<file path="config.mk">
export PLATFORM = sky130hd
export DESIGN_NAME = vid_pattern_gen
export DESIGN_NICKNAME = d
export VERILOG_FILES = /design/src/rtl/tpg_pkg.sv /design/src/rtl/tpg_cfg.sv /design/src/rtl/tpg_scan.sv /design/src/rtl/tpg_zone.sv /design/src/rtl/tpg_box.sv /design/src/rtl/vid_pattern_gen.sv
export SDC_FILE = /design/constraint.sdc
export NUM_CORES = 1
export LEC_CHECK = 0
export ABC_AREA = 1
export BUFFER_PORTS_ARGS = -buffer_cell sky130_fd_sc_hd__buf_4
export CAP_MARGIN = 0
export CORE_UTILIZATION = 35
export CTS_BUF_LIST = sky130_fd_sc_hd__clkbuf_4 sky130_fd_sc_hd__clkbuf_8 sky130_fd_sc_hd__clkbuf_16
export DETAILED_ROUTE_END_ITERATION = 10
export GPL_TIMING_DRIVEN = 0
export PLACE_DENSITY = 0.5
export SYNTH_ARGS = -nofsm -noshare
export SYNTH_HDL_FRONTEND = slang
export SYNTH_SLANG_ARGS = --single-unit
</file>
<file path="constraint.sdc">
create_clock -name clk -period 3.73 [get_ports clk]
set_input_delay 1.119 -clock clk [delete_from_list [all_inputs] [get_ports clk]]
set_output_delay 1.119 -clock clk [all_outputs]
set_load 0.05 [all_outputs]
</file>
<file path="src/rtl/tpg_pkg.sv">
package tpg_pkg;
  localparam int CW    = 8;
  localparam int PXW   = 3 * CW;
  localparam int XW    = 12;
  localparam int YW    = 12;
  localparam int PHW   = 16;
  localparam int STEPW = 8;
  localparam int AW    = 3;
  localparam int DW    = 32;
  localparam int NBARS = 8;
  localparam int BAR_LOG = $clog2(NBARS);
  localparam int SIZE_H_LSB = 16;

  localparam logic [AW-1:0] A_CTRL = 3'd0;
  localparam logic [AW-1:0] A_STEP = 3'd1;
  localparam logic [AW-1:0] A_SIZE = 3'd2;
  localparam logic [AW-1:0] A_RGB  = 3'd3;
  localparam logic [AW-1:0] A_ZH   = 3'd4;
  localparam logic [AW-1:0] A_ZV   = 3'd5;
  localparam int CTRL_BOX_BIT = 4;

  typedef enum logic [1:0] {
    PAT_BARS   = 2'd0,
    PAT_HBURST = 2'd1,
    PAT_VBURST = 2'd2,
    PAT_ZONE   = 2'd3
  } pat_e;

  typedef struct packed {
    pat_e              pat;
    logic              box_en;
    logic [STEPW-1:0]  step;
    logic [XW-1:0]     box_w;
    logic [YW-1:0]     box_h;
    logic [PXW-1:0]    box_rgb;
    logic [PHW-1:0]    zdh;
    logic [PHW-1:0]    zdv;
  } cfg_t;

  typedef struct packed {
    logic           v;
    logic           hs;
    logic           vs;
    logic [PXW-1:0] d;
  } tap_t;

  // bar i: R off for i[1], G off for i[2], B off for i[0]
  function automatic logic [PXW-1:0] bar_rgb(input logic [BAR_LOG-1:0] i);
    return {{CW{~i[1]}}, {CW{~i[2]}}, {CW{~i[0]}}};
  endfunction
endpackage

</file>
<file path="src/rtl/tpg_cfg.sv">
module tpg_cfg
  import tpg_pkg::*;
(
  input  logic          clk,
  input  logic          rst_n,
  input  logic          we,
  input  logic [AW-1:0] addr,
  input  logic [DW-1:0] wdata,
  input  logic          frame_start,
  output cfg_t          shadow,
  output cfg_t          active
);
  logic unused_wdata;
  assign unused_wdata = &{1'b0, wdata};

  always_ff @(posedge clk) begin
    if (!rst_n) begin
      shadow <= '0;
      active <= '0;
    end else begin
      if (frame_start) active <= shadow;
      if (we) begin
        case (addr)
          A_CTRL: begin
            shadow.pat    <= pat_e'(wdata[1:0]);
            shadow.box_en <= wdata[CTRL_BOX_BIT];
          end
          A_STEP: shadow.step    <= wdata[STEPW-1:0];
          A_SIZE: begin
            shadow.box_w <= wdata[XW-1:0];
            shadow.box_h <= wdata[SIZE_H_LSB +: YW];
          end
          A_RGB:  shadow.box_rgb <= wdata[PXW-1:0];
          A_ZH:   shadow.zdh     <= wdata[PHW-1:0];
          A_ZV:   shadow.zdv     <= wdata[PHW-1:0];
          default: ;
        endcase
      end
    end
  end
endmodule

</file>
<file path="src/rtl/tpg_scan.sv">
module tpg_scan
  import tpg_pkg::*;
(
  input  logic               clk,
  input  logic               rst_n,
  input  logic               de,
  input  logic               vs,
  output logic               frame_start,
  output logic               line_end,
  output logic [XW-1:0]      x,
  output logic [YW-1:0]      y,
  output logic [XW-1:0]      frame_w,
  output logic [BAR_LOG-1:0] bar_idx
);
  localparam logic [XW-1:0] X_ONE = 1;
  localparam logic [BAR_LOG-1:0] LAST_BAR = BAR_LOG'(NBARS - 1);

  logic          de_d, vs_d;
  logic [XW-1:0] stripe_w, stripe_cnt;

  assign frame_start = vs & ~vs_d;
  assign line_end    = de_d & ~de;

  always_ff @(posedge clk) begin
    if (!rst_n) begin
      de_d <= 1'b0;
      vs_d <= 1'b0;
      x <= '0;
      y <= '0;
      frame_w <= '0;
      stripe_w <= '0;
    end else begin
      de_d <= de;
      vs_d <= vs;
      x <= de ? x + X_ONE : '0;
      if (line_end) frame_w <= x;
      if (frame_start) begin
        y <= '0;
        stripe_w <= frame_w >> BAR_LOG;
      end else if (line_end) begin
        y <= y + 1'b1;
      end
    end
  end

  always_ff @(posedge clk) begin
    if (!rst_n || !de) begin
      stripe_cnt <= '0;
      bar_idx <= '0;
    end else if (stripe_cnt == stripe_w - X_ONE && bar_idx != LAST_BAR) begin
      stripe_cnt <= '0;
      bar_idx <= bar_idx + 1'b1;
    end else begin
      stripe_cnt <= stripe_cnt + X_ONE;
    end
  end
endmodule

</file>
<file path="src/rtl/tpg_zone.sv">
module tpg_zone
  import tpg_pkg::*;
(
  input  logic           clk,
  input  logic           rst_n,
  input  logic           de,
  input  logic           line_end,
  input  logic           frame_start,
  input  logic [PHW-1:0] dh,
  input  logic [PHW-1:0] dv,
  output logic [CW-1:0]  grey
);
  logic [PHW-1:0] h_ph, h_inc, v_ph, v_inc, sum;

  always_ff @(posedge clk) begin
    if (!rst_n || !de) begin
      h_ph  <= '0;
      h_inc <= '0;
    end else begin
      h_ph  <= h_ph + h_inc;
      h_inc <= h_inc + dh;
    end
  end

  always_ff @(posedge clk) begin
    if (!rst_n || frame_start) begin
      v_ph  <= '0;
      v_inc <= '0;
    end else if (line_end) begin
      v_ph  <= v_ph + v_inc;
      v_inc <= v_inc + dv;
    end
  end

  assign sum  = h_ph + v_ph;
  assign grey = sum[PHW-1 -: CW];
endmodule

</file>
<file path="src/rtl/tpg_box.sv">
module tpg_box
  import tpg_pkg::*;
(
  input  logic             clk,
  input  logic             rst_n,
  input  logic             frame_start,
  input  logic [STEPW-1:0] nxt_step,
  input  logic [XW-1:0]    nxt_w,
  input  logic [YW-1:0]    nxt_h,
  input  logic [XW-1:0]    cur_w,
  input  logic [YW-1:0]    cur_h,
  input  logic [XW-1:0]    frame_w,
  input  logic [XW-1:0]    x,
  input  logic [YW-1:0]    y,
  output logic [XW-1:0]    box_x,
  output logic [YW-1:0]    box_y,
  output logic             hit
);
  localparam int XE = XW + 1;
  localparam int YE = YW + 1;

  logic fwd_x, fwd_y;
  logic fits_x, fits_y, room_x, room_y;

  // at frame_start, y still holds the line count of the frame just ended
  assign fits_x = (XE'(box_x) + XE'(nxt_w) + XE'(nxt_step)) <= XE'(frame_w);
  assign fits_y = (YE'(box_y) + YE'(nxt_h) + YE'(nxt_step)) <= YE'(y);
  assign room_x = box_x >= XW'(nxt_step);
  assign room_y = box_y >= YW'(nxt_step);

  always_ff @(posedge clk) begin
    if (!rst_n) begin
      box_x <= '0;
      box_y <= '0;
      fwd_x <= 1'b1;
      fwd_y <= 1'b1;
    end else if (frame_start) begin
      if (fwd_x) begin
        if (fits_x) box_x <= box_x + XW'(nxt_step);
        else        fwd_x <= 1'b0;
      end else begin
        if (room_x) box_x <= box_x - XW'(nxt_step);
        else        fwd_x <= 1'b1;
      end
      if (fwd_y) begin
        if (fits_y) box_y <= box_y + YW'(nxt_step);
        else        fwd_y <= 1'b0;
      end else begin
        if (room_y) box_y <= box_y - YW'(nxt_step);
        else        fwd_y <= 1'b1;
      end
    end
  end

  assign hit = (x >= box_x) && (XE'(x) < XE'(box_x) + XE'(cur_w)) &&
               (y >= box_y) && (YE'(y) < YE'(box_y) + YE'(cur_h));
endmodule

</file>
<file path="src/rtl/vid_pattern_gen.sv">
module vid_pattern_gen
  import tpg_pkg::*;
#(
  parameter int OUT_STAGES = 2,
  parameter int BURST_LOG  = 2
) (
  input  logic           clk,
  input  logic           rst_n,
  input  logic           reg_we,
  input  logic [AW-1:0]  reg_addr,
  input  logic [DW-1:0]  reg_wdata,
  input  logic           tim_de,
  input  logic           tim_hs,
  input  logic           tim_vs,
  output logic           pix_valid,
  output logic [PXW-1:0] pix_data,
  output logic           pix_hs,
  output logic           pix_vs
);
  cfg_t               shd_cfg, act_cfg;
  logic               frame_start, line_end, hit;
  logic [XW-1:0]      x, frame_w, box_x;
  logic [YW-1:0]      y, box_y;
  logic [BAR_LOG-1:0] bar_idx;
  logic [CW-1:0]      grey;
  logic [PXW-1:0]     base_px, px;
  tap_t               head;
  tap_t               pipe [1:OUT_STAGES];

  tpg_cfg u_cfg (
    .clk, .rst_n, .we(reg_we), .addr(reg_addr), .wdata(reg_wdata),
    .frame_start, .shadow(shd_cfg), .active(act_cfg)
  );

  tpg_scan u_scan (
    .clk, .rst_n, .de(tim_de), .vs(tim_vs), .frame_start, .line_end,
    .x, .y, .frame_w, .bar_idx
  );

  tpg_zone u_zone (
    .clk, .rst_n, .de(tim_de), .line_end, .frame_start,
    .dh(act_cfg.zdh), .dv(act_cfg.zdv), .grey
  );

  tpg_box u_box (
    .clk, .rst_n, .frame_start,
    .nxt_step(shd_cfg.step), .nxt_w(shd_cfg.box_w), .nxt_h(shd_cfg.box_h),
    .cur_w(act_cfg.box_w), .cur_h(act_cfg.box_h), .frame_w,
    .x, .y, .box_x, .box_y, .hit
  );

  always_comb begin
    case (act_cfg.pat)
      PAT_BARS:   base_px = bar_rgb(bar_idx);
      PAT_HBURST: base_px = {PXW{x[BURST_LOG]}};
      PAT_VBURST: base_px = {PXW{y[BURST_LOG]}};
      default:    base_px = {3{grey}};
    endcase
    px = (act_cfg.box_en && hit) ? act_cfg.box_rgb : base_px;
  end

  assign head = '{v: tim_de, hs: tim_hs, vs: tim_vs, d: tim_de ? px : '0};

  always_ff @(posedge clk) begin
    if (!rst_n) begin
      for (int i = 1; i <= OUT_STAGES; i++) pipe[i] <= '0;
    end else begin
      pipe[1] <= head;
      for (int i = 2; i <= OUT_STAGES; i++) pipe[i] <= pipe[i-1];
    end
  end

  assign pix_valid = pipe[OUT_STAGES].v;
  assign pix_hs    = pipe[OUT_STAGES].hs;
  assign pix_vs    = pipe[OUT_STAGES].vs;
  assign pix_data  = pipe[OUT_STAGES].d;
endmodule

</file>
# Word-level counts from Yosys, hierarchy flattened
# Memories as Yosys holds them, arrays and structs flattened.
# Cells that the tools add are included.
# word_totals
register_bits	326
mem_bits_rw	54
inputBits	41
out_inout_bits	27
wordCells	124
mem_count	1
# op_classes
addsub	20
order_cmp	8
eq_ne	11
muxes	19
bitwise_logic	10
reduce_logical	24
# memory_table
name	words	word_bits	rd	rd_clocked_by_memory_dff	write_ports	line_no	text
pipe	2	27	2	0	2	vid_pattern_gen.sv:28	tap_t pipe [1:OUT_STAGES];
# ops
op	count
16-bit adder	5
12-bit 2-to-1 mux	6
24-bit one-hot mux with 3 select lines	1
27-bit 2-to-1 mux	2
12-bit by 12-bit adder with 13-bit output	4
24-bit 2-to-1 mux	2
12-bit by 1-bit adder with 12-bit output, second input constant	3
13-bit by 8-bit adder with 13-bit output	2
13-bit by 12-bit <= comparator with 1-bit output	2
12-bit by 13-bit less-than comparator with 1-bit output	2
12-bit by 8-bit adder with 12-bit output	2
12-bit greater-or-equal comparator	2
12-bit by 8-bit greater-or-equal comparator with 1-bit output	2
12-bit by 8-bit subtractor with 12-bit output	2
2-bit AND reduction	7
12-bit equality test	1
9-bit by 1-bit subtractor with 10-bit output, second input constant	1
1-bit 2-to-1 mux	8
3-bit by 2-bit equality test with 1-bit output, second input constant	2
3-bit equality test, second input constant	2
1-bit NOT	6
3-bit AND reduction	2
1-bit logical AND	5
2-bit != test, second input constant	2
13 further kinds	19

# Logic depth before layout (Yosys ltp)
# depth
ltp_word	9
depth_mapped	29
ltp_nobuf	29

# Cells and area by module
# Synthesis repeated with hierarchy kept, for this count alone.
# unflattened
hier_cells	3535
hier_area_um2	24298.3
# by_module_without_submodules
module	instances	cells_each	area_each_um2	seq_area_each_um2
tpg_box	1	1019	6876.6	520.5
tpg_cfg	1	931	6819.0	3643.5
tpg_zone	1	972	5880.6	1281.2
tpg_scan	1	386	2836.5	1241.2
vid_pattern_gen	1	227	1885.6	1081.0

# Worst setup path before layout
# OpenSTA, ideal clock, no wires.
# synth_timing
path_kind	flip-flop to flip-flop
startpoint	reg u_cfg.shadow[81] (netlist bit)
endpoint	reg u_box.box_y[9]
setup_time_ns	0.115
t_arrival_ns	3.982
required_ns	3.615
slack_ns	-0.367
stages_incl_launch_ff	27
n_path_buf	1
synth_period_minus_slack_ns	4.097
cell_sequence	dfxtp_1 -> inv_1 -> fa_1 -> inv_1 -> ha_1 -> inv_1 -> fa_1 -> o21ai_0 -> nand2_1 -> nand2_1 -> nand2_1 -> nand2_1 -> nand2_1 -> a21oi_1 -> o21ai_0 -> nand2_1 -> xor2_1 -> ha_1 -> nand4_1 -> or4_1 -> nand2_1 -> nand2_1 -> nand2_1 -> buf_2 -> nand3_1 -> nand2_1 -> nor2_1
# synth_between
elab_chain_cells	4
word_cells_on_any_way	11
cone_classes	add/sub (3); order compare (2); eq/ne (1); mux (3); reduce/logical (2)
# synth_rtl
element	line_no	text
from (decl)	tpg_cfg.sv:10	output cfg_t shadow,
13-bit by 8-bit adder with 13-bit output	tpg_box.sv:27	assign fits_y = (YE'(box_y) + YE'(nxt_h) + YE'(nxt_step)) <= YE'(y);
13-bit by 12-bit <= comparator with 1-bit output	tpg_box.sv:27	
2-bit != test (no line)	n/a	
3-bit AND reduction (no line)	n/a	
to (signal assigned)	tpg_box.sv:46	if (fits_y) box_y <= box_y + YW'(nxt_step);
to (signal assigned)	tpg_box.sv:49	if (room_y) box_y <= box_y - YW'(nxt_step);
to (decl)	tpg_box.sv:16	output logic [YW-1:0] box_y,
# Parallel ways exist; a longest one is shown, timed or not. The select of a mux whose other input is x is not followed.
# A chain may end at the register's enable or synchronous reset.

# Worst setup path in the final report
# layout_timing
startpoint	reg u_box.box_y[1]
endpoint	reg u_box.box_y[7]
# layout_between
elab_chain_cells	5
word_cells_on_any_way	12
cone_classes	add/sub (4); order compare (2); eq/ne (1); mux (3); reduce/logical (2)
# layout_rtl
element	line_no
12-bit by 12-bit adder with 13-bit output	tpg_box.sv:27
13-bit by 8-bit adder with 13-bit output	tpg_box.sv:27
13-bit by 12-bit <= comparator with 1-bit output	tpg_box.sv:27
2-bit != test (no line)	n/a
3-bit AND reduction (no line)	n/a
# Parallel ways exist; a longest one is shown, timed or not. The select of a mux whose other input is x is not followed.

==> qor.csv <==
metric,value,unit
Sinks on Clock Net,378,
Routed WL,75520,microns
Slew Limit Headroom,18.73,%
Final GP Congestion,0.9065,
RSZ-0062 raised after global routing,true,
worst path setup slack after routing,-0.2113,ns
leakage,0.01273,uW
mapped cell area,22880,sq um
Compound-Gate Fraction of Synth Area,17.53,%
# port buffers,62,
yosys synthesis warning count,0,
most common flop cell mapped by yosys,dfxtp_1,
Crit Path Class,reg -> reg,
Core ar.,64460,sq um
clk_skew,0.03907,ns
number of synthesized register bits,378,
final instance area,26810,sq um
simple-gate share of the synthesized area,22.16,%
failing checks,negative setup slack,
Post-Synthesis Cells,3179,
share of cells above drive strength 1,10.28,%
area delta synth->final,17.17,%
Initial DRC Count,1145,
CTS tree,done,
clk root buf,clkbuf_16,
slowest CP cell,or4_4,
Post-Place Cells,4097,
WP data required,4.23,ns
# rows,93,
initial antenna violation count,0,
mux cell area share after synthesis,0.1313,%
Total GRT Usage,22.57,%
worst-margin pin slew,1.210,ns
io pins,68,
leading area contributor after synthesis,dfxtp_1,
DIE HEIGHT,257.7,microns
H-tree depth,2,
top post-synthesis cells by area,"dfxtp_1, ha_1, nand2_1",
Tot Pwr,14380,uW
worst-path fanout max,10,
final-report max-slew violation count,0,
"EDFF count, synth",0,
Worst-path clk slew,0.06,ns
main combinational cell family by area after synthesis,simple AND/OR/NAND/NOR gates,
vias in the first global route,20666,
Yosys top cell area share,33.08,%
Max Cap Viol,0,
fmax,253.7,MHz
first-pass GRT wire length,116600,microns
# hold bufs at CTS,0,
largest net degree at the start of global routing,15,
"Core Util, Final",41.58,%
wire per inst,17.94,microns
drt pass-1 iters,5,
async set-reset flop share out of synthesis,0,%
Die W,257.7,microns
Initial Util,35.49,%
Critical Path Most Common Cell,nand2_1,
Die ar.,66390,sq um
period utilization,105.7,%
Worst setup SP type,register,
diode count,0,
XOR/XNOR share of the synthesized area,3.292,%
drt drc,0,
HPWL after detailed placement,59750,microns
Hold Path Class,reg -> reg,
"Clk Latency, worst-skew pair",0.61,ns
Post-Synth Adder-Cell Area,15.36,%
most frequent cells in the layout,"nand2_1, nor2_1, inv_1",
post-route antenna net violation count,0,
placed instance area,24450,sq um
"Hold Vio Cnt, Final",0,
crit path DAT,4.44,ns
vias per inst,5.065,
Mapped Nets,3484,
status,"complete, but fails checks",
grt total ovfl,0,
"commonest non-fill, non-tap cell in the layout",nand2_1,
DR vias,21322,
TritonCTS buffer count,46,
Buf/Inv on CP,4,
Final #Nets,3625,
Layout Cells excl Fill,4210,
CP endpoint kind,register,
largest stage delay on the critical path,0.50,ns
min Tclk post-route,3.941,ns
Mean Syn Cell Area,7.197,sq um
Final setup viols,26,
peak supply drop,541.3,uV
clk buf depth,3,
Worst path top cell family by delay,simple AND/OR/NAND/NOR gates,
Power Density,536.3,nW/um^2
sequential-to-total area share from yosys stat,33.08,%
Synth cell types,60,
-- cell families (layout without fill, tap and decap cells) --
family	Yosys count	count (layout)
adders and majority gates	264	264
xor gates and xnor gates	86	86
buffers and inverters	494	670
AOI/OAI and AO/OA	738	738
and+or+nand+nor	1216	1216
muxes	3	3
DFF	378	378
-- stage by stage --
step	TNS, ns	setup WS (ns)	hold WS [ns]
floorplan	0	0.005502	0.3905
global placement	-36.67	-0.8331	0.4000
detailed placement	-21.15	-0.8900	0.3976
CTS	-4.727	-0.2820	0.4121
global route	-9.419	-0.4361	0.4406
finish	-4.255	-0.2113	0.4105
-- layer usage --
| metal | routed length, microns | GRT usage, % | vias up |
|---|---|---|---|
| met2 | 33580 | 36.64 | 384 |
| met4 | 1956 | 6.361 | 0 |
| met5 | 0 | 0 | - |
| met3 | 2966 | 2.513 | 93 |
| met1 | 37020 | 31.48 | 10065 |
| li1 | - | - | 10780 |
-- where the power goes --
group	leakage (uW)	switching (uW)	internal, uW
Sequential	0.00310	343	4320
Clock	0.000808	1910	2880
Combinational	0.00882	3010	1920
-- what timing repair did --
item,in CTS,in global routing
resized for setup,87,52
gates cloned,3,1
pin swaps,36,34
buffers inserted,16,10
setup endpoints to repair,46,50
-- state kept, by name (all words and copies together), names as in the netlist --
signal,count
u_scan.de_d,1
u_box.box_x,12
u_zone.v_ph,16
u_box.fwd_x,1
u_cfg.shadow,91
pipe,53
u_scan.x,12
u_scan.stripe_w,9
u_zone.h_inc,16
u_box.box_y,12
u_scan.frame_w,12
u_zone.v_inc,16
u_cfg.active,83
u_scan.y,12
u_zone.h_ph,16
u_box.fwd_y,1
u_scan.bar_idx,3
u_scan.stripe_cnt,12
-- tightest hold or removal path, stage by stage, from the launching register on --
cell	delay (ns)
dfxtp_1	0.30
nand2_1	0.05
inv_1	0.04
-- area by class of cell --
type	count	area, sq um
buffer	104	514.2
multi-input combinational	2307	13750
clock inverter	23	332.8
clock buffer	60	1287
tap	855	1070
fill	6803	37660
sequential	378	7612
inverter	390	1486
timing repair buffer	93	754.5
-- cells in the mapped netlist, types with 10 or more instances --
library cell,n
nand4_1,36
nand3_1,143
o21ai_0,307
a21o_1,18
dfxtp_1,378
o21a_1,13
clkbuf_1,79
inv_1,381
nor2_2,12
buf_2,12
o21bai_1,13
a21oi_2,13
ha_1,236
a21oi_1,309
fa_1,28
a31oi_1,10
nor3_1,43
o211ai_1,15
nor2_1,468
xnor2_1,24
xor2_1,62
nand2_1,479
-- worst paths after layout --
kind	cells after the start	from	endpoint	slack, ns
setup / recovery	25	u_box.box_y[1]	u_box.box_y[7]	-0.21
hold / removal	2	pipe[1][7]	pipe[2][7]	0.41
setup reg to reg	25	u_box.box_y[1]	u_box.box_y[7]	-0.21
hold reg to reg	2	pipe[1][7]	pipe[2][7]	0.41
No activity file was read; power rests on OpenSTA's default activity.
